$ cat src/rtl/otp_sec_pkg.sv
package otp_sec_pkg;
  typedef enum logic [1:0] {
    TGT_PROG = 2'd0,
    TGT_CFG  = 2'd1,
    TGT_USER = 2'd2,
    TGT_RSVD = 2'd3
  } otp_tgt_e;

  localparam logic [7:0] BLANK_BYTE = 8'hFF;
endpackage

$ cat src/rtl/otp_byte_store.sv
module otp_byte_store #(
  parameter int DEPTH = 64,
  localparam int IDX_W = (DEPTH > 1) ? $clog2(DEPTH) : 1
) (
  input  logic             clk,
  input  logic             rst_n,
  input  logic             we_i,
  input  logic [IDX_W-1:0] waddr_i,
  input  logic [7:0]       wdata_i,
  input  logic             erase_i,
  input  logic [IDX_W-1:0] raddr_i,
  output logic [7:0]       rdata_o
);
  import otp_sec_pkg::*;

  logic [7:0] mem_q [DEPTH];
  logic [7:0] mem_d [DEPTH];

  always_comb begin
    for (int i = 0; i < DEPTH; i++) begin
      mem_d[i] = mem_q[i];
      if (erase_i) begin
        mem_d[i] = BLANK_BYTE;
      end else if (we_i && (waddr_i == IDX_W'(i))) begin
        mem_d[i] = mem_q[i] & wdata_i;
      end
    end
  end

  always_ff @(posedge clk or negedge rst_n) begin
    if (!rst_n) begin
      for (int i = 0; i < DEPTH; i++) mem_q[i] <= BLANK_BYTE;
    end else begin
      for (int i = 0; i < DEPTH; i++) mem_q[i] <= mem_d[i];
    end
  end

  assign rdata_o = mem_q[raddr_i];

  AST_ERASE_FILLS: assert property (@(posedge clk) disable iff (!rst_n)
    erase_i |=> (mem_q[0] == BLANK_BYTE) && (mem_q[DEPTH-1] == BLANK_BYTE));
  AST_BITS_ONLY_CLEAR: assert property (@(posedge clk) disable iff (!rst_n)
    !erase_i |=> ((mem_q[0] & ~$past(mem_q[0])) == 8'h00));
endmodule

$ cat src/rtl/otp_cfg_reg.sv
module otp_cfg_reg #(
  parameter int SEC_BIT = 3
) (
  input  logic       clk,
  input  logic       rst_n,
  input  logic       we_i,
  input  logic [7:0] wdata_i,
  input  logic       erase_i,
  output logic [7:0] cfg_o,
  output logic       dead_o
);
  localparam logic [7:0] SEC_MASK = 8'(1) << SEC_BIT;

  logic [7:0] cfg_q, cfg_d;
  logic       dead_q, dead_d;

  always_comb begin
    cfg_d  = cfg_q;
    dead_d = dead_q | (erase_i & cfg_q[SEC_BIT]);
    if (erase_i) begin
      cfg_d = cfg_q & SEC_MASK;
    end else if (we_i) begin
      cfg_d = wdata_i | (cfg_q & SEC_MASK);
    end
  end

  always_ff @(posedge clk or negedge rst_n) begin
    if (!rst_n) begin
      cfg_q  <= 8'h00;
      dead_q <= 1'b0;
    end else begin
      cfg_q  <= cfg_d;
      dead_q <= dead_d;
    end
  end

  assign cfg_o  = cfg_q;
  assign dead_o = dead_q;

  AST_LOCK_STICKY: assert property (@(posedge clk) disable iff (!rst_n)
    cfg_q[SEC_BIT] |=> cfg_q[SEC_BIT]);
  AST_DEAD_STICKY: assert property (@(posedge clk) disable iff (!rst_n)
    dead_q |=> dead_q);
endmodule

$ cat src/rtl/otp_sec_gate.sv
module otp_sec_gate #(
  parameter int ADDR_W  = 6,
  parameter int UDATA_N = 8,
  parameter int SEC_BIT = 3,
  localparam int PROG_DEPTH = 1 << ADDR_W,
  localparam int UIDX_W = $clog2(UDATA_N)
) (
  input  logic              clk,
  input  logic              rst_n,
  input  logic              req_i,
  input  logic              wr_i,
  input  logic [1:0]        tgt_i,
  input  logic [ADDR_W-1:0] addr_i,
  input  logic [7:0]        wdata_i,
  input  logic              erase_i,
  output logic [7:0]        rdata_o,
  output logic              ack_o,
  output logic              wr_ok_o
);
  import otp_sec_pkg::*;

  otp_tgt_e   tgt;
  logic [7:0] cfg, prog_rd, user_rd;
  logic       dead, locked, wr_req, wr_accept;
  logic       prog_we, user_we, cfg_we;
  logic [7:0] rdata_d, rdata_q;
  logic       ack_q, wr_ok_q, wr_ok_d;

  assign tgt       = otp_tgt_e'(tgt_i);
  assign locked    = cfg[SEC_BIT];
  assign wr_req    = req_i & wr_i;
  assign wr_accept = wr_req & ~erase_i & ~locked & ~dead & (tgt != TGT_RSVD);
  assign prog_we   = wr_accept & (tgt == TGT_PROG);
  assign user_we   = wr_accept & (tgt == TGT_USER);
  assign cfg_we    = wr_accept & (tgt == TGT_CFG);

  otp_byte_store #(.DEPTH(PROG_DEPTH)) u_prog (
    .clk(clk), .rst_n(rst_n), .we_i(prog_we), .waddr_i(addr_i),
    .wdata_i(wdata_i), .erase_i(erase_i), .raddr_i(addr_i), .rdata_o(prog_rd)
  );

  otp_byte_store #(.DEPTH(UDATA_N)) u_user (
    .clk(clk), .rst_n(rst_n), .we_i(user_we), .waddr_i(addr_i[UIDX_W-1:0]),
    .wdata_i(wdata_i), .erase_i(erase_i), .raddr_i(addr_i[UIDX_W-1:0]),
    .rdata_o(user_rd)
  );

  otp_cfg_reg #(.SEC_BIT(SEC_BIT)) u_cfg (
    .clk(clk), .rst_n(rst_n), .we_i(cfg_we), .wdata_i(wdata_i),
    .erase_i(erase_i), .cfg_o(cfg), .dead_o(dead)
  );

  always_comb begin
    unique case (tgt)
      TGT_PROG: rdata_d = locked ? BLANK_BYTE : prog_rd;
      TGT_USER: rdata_d = locked ? BLANK_BYTE : user_rd;
      TGT_CFG:  rdata_d = cfg;
      default:  rdata_d = BLANK_BYTE;
    endcase
    wr_ok_d = wr_req ? wr_accept : wr_ok_q;
  end

  always_ff @(posedge clk or negedge rst_n) begin
    if (!rst_n) begin
      ack_q   <= 1'b0;
      wr_ok_q <= 1'b0;
      rdata_q <= 8'h00;
    end else begin
      ack_q   <= req_i;
      wr_ok_q <= wr_ok_d;
      if (req_i) rdata_q <= rdata_d;
    end
  end

  assign rdata_o = rdata_q;
  assign ack_o   = ack_q;
  assign wr_ok_o = wr_ok_q;

  AST_LOCKED_READ_BLANK: assert property (@(posedge clk) disable iff (!rst_n)
    (req_i && !wr_i && (tgt_i == 2'd0) && locked) |=> (rdata_o == 8'hFF));
  AST_LOCKED_WRITE_REJECT: assert property (@(posedge clk) disable iff (!rst_n)
    (req_i && wr_i && locked) |=> !wr_ok_o);
  AST_ACK_TRACKS_REQ: assert property (@(posedge clk) disable iff (!rst_n)
    req_i |=> ack_o);
  AST_NO_SPURIOUS_ACK: assert property (@(posedge clk) disable iff (!rst_n)
    !req_i |=> !ack_o);
  AST_READ_HOLDS_STATUS: assert property (@(posedge clk) disable iff (!rst_n)
    !(req_i && wr_i) |=> $stable(wr_ok_o));
endmodule

$ cat config.mk
export PLATFORM = sky130hd
export DESIGN_NAME = otp_sec_gate
export DESIGN_NICKNAME = d
export VERILOG_FILES = /design/src/rtl/otp_sec_pkg.sv /design/src/rtl/otp_byte_store.sv /design/src/rtl/otp_cfg_reg.sv /design/src/rtl/otp_sec_gate.sv
export SDC_FILE = /design/constraint.sdc
export NUM_CORES = 1
export LEC_CHECK = 0
export BUFFER_PORTS_ARGS = -buffer_cell sky130_fd_sc_hd__buf_2
export CORE_MARGIN = 2
export CORE_UTILIZATION = 25
export CTS_CLUSTER_SIZE = 20
export DETAILED_ROUTE_END_ITERATION = 12
export PLACE_DENSITY = 0.45
export SYNTH_ARGS = -nofsm -noshare
export SYNTH_HDL_FRONTEND = slang
export SYNTH_HIERARCHICAL = 1
export SYNTH_SLANG_ARGS = --single-unit
$ cat constraint.sdc
create_clock -name clk -period 4.35 [get_ports clk]
set_input_delay 0.435 -clock clk [delete_from_list [all_inputs] [get_ports clk]]
set_output_delay 0.435 -clock clk [all_outputs]
set_load 0.01 [all_outputs]
# Word-level counts from Yosys, hierarchy flattened
# Index checks and enable logic that the tools add are counted.
[word_totals]
ff_bits = 595
in_bits = 21
output_inout_bits = 10
[op_classes]
n_lt_le_gt_ge = 2
eq_ne = 73
mux = 155
bitwise = 88
n_reduce_logical = 149
[op_table]
columns = ["cell", "count"]
rows = [
  ["8-bit two-way mux", 152],
  ["8-bit AND", 72],
  ["6-bit equality test, second input constant", 32],
  ["2-bit nonzero test", 73],
  ["6-bit by 5-bit equality test with 1-bit output, second input constant", 16],
  ["1-bit logical AND", 72],
  ["8-bit binary-select mux with 6-bit select", 1],
  ["6-bit by 4-bit equality test with 1-bit output, second input constant", 8],
  ["8-bit binary-select mux with 3-bit select", 1],
  ["6-bit by 3-bit equality test with 1-bit output, second input constant", 4],
  ["8-bit one-hot mux with 3 select lines", 1],
  ["3-bit equality test, second input constant", 4],
  ["6-bit by 2-bit equality test with 1-bit output, second input constant", 2],
  ["1-bit AND", 9],
  ["8-bit by 4-bit bitwise OR with 8-bit output", 1],
  ["7-bit greater-or-equal comparator, second input constant", 1],
  ["6-bit inverter with 7-bit output", 1],
  ["3-bit by 2-bit equality test with 1-bit output, second input constant", 2],
  ["6-bit by 1-bit equality test with 1-bit output, second input constant", 1],
  ["6-bit logical NOT", 1],
  ["4-bit greater-or-equal comparator, second input constant", 1],
  ["3-bit inverter with 4-bit output", 1],
  ["3-bit by 1-bit equality test with 1-bit output, second input constant", 1],
  ["3-bit logical NOT", 1],
  ["7 further kinds", 9],
]

# Longest topological paths before layout
[logic_depth]
word_depth = 9
depth_mapped = 13

# Modules after synthesis
# The synthesis kept the hierarchy.
[by_module_without_submodules]
columns = ["module", "n_inst", "cells_per_inst", "area_per_inst_um2", "seq_area_each_um2"]
rows = [
  ["otp_byte_store (u_prog)", 1, 2067, 24212.0, 13452.9],
  ["otp_byte_store (u_user)", 1, 238, 3067.9, 1681.6],
  ["otp_sec_gate", 1, 58, 566.8, 250.2],
  ["otp_cfg_reg", 1, 28, 356.6, 225.2],
]

# Worst setup path before layout
# No wires, ideal clock.
[synth_path]
kind = "input-to-reg"
from = "input addr_i[1]"
to = "register rdata_q[0] (netlist: rdata_o[0])"
setup_ps = 131
t_arrival_ps = 2402
t_required_ps = 4219
path_slack_ps = 1816
cell_stages = 10
path_cell_list = "buf_2 > buf_2 > buf_2 > mux2_2 > a221oi_1 > a211oi_1 > a21o_1 > mux2_2 > o221ai_1 > o21ai_0"
[synth_between]
elab_chain_len = 6
elab_cells_between_ends = 11
[synth_rtl]
columns = ["element", "line_no", "source"]
rows = [
  ["start: declaration", "otp_sec_gate.sv:13", "input logic [ADDR_W-1:0] addr_i,"],
  ["6-bit inverter with 7-bit output (implied by the code)", "otp_byte_store.sv:38", "assign rdata_o = mem_q[raddr_i];"],
  ["8-bit binary-select mux with 6-bit select", "otp_byte_store.sv:38", ""],
  ["8-bit two-way mux (implied by the code) (2 in series)", "otp_byte_store.sv:38", ""],
  ["via prog_rd[0]", "otp_sec_gate.sv:23", "logic [7:0] cfg, prog_rd, user_rd;"],
  ["8-bit two-way mux", "otp_sec_gate.sv:55", "TGT_PROG: rdata_d = locked ? BLANK_BYTE : prog_rd;"],
  ["8-bit one-hot mux with 3 select lines", "otp_sec_gate.sv:54", "unique case (tgt)"],
  ["end signal: assignment", "otp_sec_gate.sv:71", "if (req_i) rdata_q <= rdata_d;"],
  ["end: declaration", "otp_sec_gate.sv:26", "logic [7:0] rdata_d, rdata_q;"],
]
# The timed path passes the listed nets, and every way through them passes these cells. The select of a mux whose other input is x is not followed.
# A chain may end at the register's enable or synchronous reset.

# Worst setup path after layout
[layout_path]
from = "input addr_i[1]"
to = "register rdata_q[4] (netlist: rdata_o[4])"
# Same word-level chain as after synthesis.

==> results.yml <==
final_layout:
  nets: 2380
  fillers: 11400
  syn2layout_area_growth_pct: 13.8
  drive_gt1_share_pct: 38.4
  n_antenna_cell: 0
clock_network:
  worstSkewPairLatency_ns: 0.62
  post_cts_resize_count: 0
  clkSinkCount: 595
  clockBufferDepth: 3
  cts_buffers: 71
  clkTransAtPathRegs_ns: 0.06
  tritoncts: "done"
  ctsHtreeMaxLevel: 3
  post-cts-setup-buffers: 0
  root_buffer: "clkbuf_16"
synth:
  ys_top_cells_by_count: "590 x o21ai_0, 585 x nand2b_1, 576 x dfstp_2"
  yosysWarnings: 6
  synth-edff-count: 0
  yosysSeqAreaShare_pct: 55.3
  synth_most_common_cell: "o21ai_0"
  synthSimpleGateAreaFrac_pct: 15.5
  synth_top_cell_by_area: "dfstp_2"
  synthFlopType: "dfstp_2"
  synth_compound_area_share_pct: 12.4
  syn-num-nets: 2412
  synthAdderAreaFrac_pct: 0
  synth.area.top_cells: "dfstp_2 54%, nand2b_1 13%, o21ai_0 10%"
  syn_area_per_cell_sq_um: 11.8
  async_reset_ff_share_pct: 100
  synth_top_family_by_area: "simple AND/OR/NAND/NOR gates"
  synthXorXnorAreaFrac_pct: 0
  synth_seq_cells: 595
  muxShareOfSynthArea_pct: 13.6
  synth_top_area_share_pct: 53.7
  synth_cell_types: 46
  syn_inst: 2391
  synth.cell_area_sq_mm: 0.0282
floorplan:
  initial_core_util_pct: 25.1
  rows: 123
  dieArea_sq_mm: 0.116
  die_h_um: 340
  die_width_um: 340
  pin_count: 31
  core_area_sq_mm: 0.112
timing:
  period_needed_ns: 3.07
  setup_viol: 0
  period_share_pct: 70.6
  setup_tns_ns: 0
  clock_skew_ns: 0.0205
  worst_pin_slew_ns: 1.09
  rsz0062_at_grt: "no"
  hold_viol: 0
  relSlewSlack_pct: 27.5
  max_freq_mhz: 326
  slew_viol_final: 0
  setup_ws_ns: 1.28
critical_path:
  reg2reg_slack_ns: 1.43
  required_ns: 4.85
  crit_path_max_incr_delay_ns: 0.50
  r2r_start: "u_cfg/cfg_o[3]$_DFFE_PN0P_"
  path_class: "in -> reg"
  cp_cell_sequence: "buf_6, buf_4, mux4_2, mux2_2, a22oi_1, a211oi_1, a21o_1, mux2_2, o221ai_1, o21ai_1"
  worst-endpoint-arrival_ns: 3.57
  cpMostUsedCell: "mux2_2"
  reg2reg_depth: 6
  endpoint_kind: "flip-flop"
  cp_max_fo: 47
  cp_slowest_cell: "buf_6"
  start_kind: "primary input"
  worstReg2RegEnd: "u_prog/mem_q[283]$_DFFE_PN1P_"
route:
  drc_errors: 0
  drtIter0Drc: 1380
  firstDrtPassIters: 5
  routedWlPerCell_um: 21.7
  ant_nets: 0
  dr_total_vias: 18900
  viasPerCell: 4.83
  totalWireLength_mm: 84.8
outcome:
  outcome: "complete, no violations"
run:
  cap_violations: 0
hold_path:
  hp-start: "req_i"
  hp-class: "in -> reg"
  holdPathStages: 1
  hold_path_end: "ack_o$_DFF_PN0_"
placed_design:
  gp_congestion: 0.781
  hpwl_mm: 52.4
  portBuffers: 30
  post-place-ws_ns: 0.600
power_and_ir_drop:
  powerDensity_mw_per_mm2: 373
  ir_drop_v: 0.000223
  p_leak_nw: 10.5
grt:
  antenna_found_initial: 3
  grt_pass1_vias: 19900
  grt_max_degree: 163
  grtUsageTotal_pct: 14.6
  grt_overflow: 0
  grt_pass1_wl_mm: 130
-- worst max-delay path: cells and delay by family --
family / cells / cell delay (ns)
muxes: 3 / 0.91
AOI/OAI and AO/OA: 5 / 1.11
buffers and inverters: 2 / 1.00
-- area by class of cell --
cell class                 instances  area [sq um]  area share [%]
clock buffer                     103          2040            6.37
clock inverter                    20           146           0.456
inverter                           7          26.3          0.0819
multi-input combinational       1604         11700            36.6
sequential                       595         15600            48.7
tap                             1500          1880            5.85
timing repair buffer              80           641            2.00
-- layer usage --
layer | wire length [um] | vias up | track usage [%]
met3 | 3570 | 136 | 2.72
met1 | 39200 | 10100 | 20.2
met4 | 2540 | 4 | 4.86
met2 | 39400 | 380 | 23.1
li1 | - | 8311 | -
met5 | 26 | - | 0
-- how the worst max path moves through the flow --
stage                     startpoint                     end  slack [ns]  cells after the start
after global placement     addr_i[1]  rdata_o[4]$_DFFE_PN0P_        0.60                     10
final                      addr_i[1]  rdata_o[4]$_DFFE_PN0P_        1.28                     10
after floorplan            addr_i[1]  rdata_o[0]$_DFFE_PN0P_        1.82                     10
after detailed placement   addr_i[1]  rdata_o[4]$_DFFE_PN0P_        0.60                     10
after CTS                  addr_i[1]  rdata_o[4]$_DFFE_PN0P_        1.27                     10
after global routing       addr_i[1]  rdata_o[4]$_DFFE_PN0P_        1.11                     10
-- registers in the layout, summed over array words and instances, names as in the netlist --
| register | cells |
|---|---|
| ack_o | 1 |
| rdata_o | 8 |
| u_cfg/cfg_o | 8 |
| u_cfg/dead_o | 1 |
| u_prog/mem_q | 512 |
| u_user/mem_q | 64 |
| wr_ok_o | 1 |
-- repair_timing --
action,4_1_cts,5_1_grt
setup endpoints to repair,0,0
hold endpoints to repair,14,0
hold buffers,1,0
-- per-stage QoR --
stage                     total power, mW  utilization [%]  hold slack (ns)  cell area, sq um  std cells
after floorplan                      6.04                -            0.139             28200       2391
after CTS                            12.2             28.6           0.0941             32100       3909
final                                12.0             28.6            0.131             32100       3909
after detailed placement             6.39             26.6            0.451             29900       3785
after global routing                 12.5             28.6            0.116             32100       3909
after global placement               6.38             26.6            0.444             29900       3785
-- cells in the final DEF (no fill, tap or decap), drive strengths merged, types with 19 or more instances in the layout --
cell,count
o21ai,601
nand2b,585
dfstp,576
mux4,140
clkbuf,104
buf,78
nand2,73
mux2,39
nor2,30
dfrtp,19
mux2i,19
-- logic make-up after synthesis --
group,count (synthesis)
AND/OR/NAND/NOR,738
multiplexers,198
buffers and inverters,192
AO/OA/AOI/OAI,668
flip-flops,595
-- where the power goes --
| group | internal, mW | switching [mW] |
|---|---|---|
| logic | 0.216 | 0.485 |
| registers | 5.58 | 0.0160 |
| clock network | 3.32 | 2.36 |
Power figures use the tool's default switching activity.
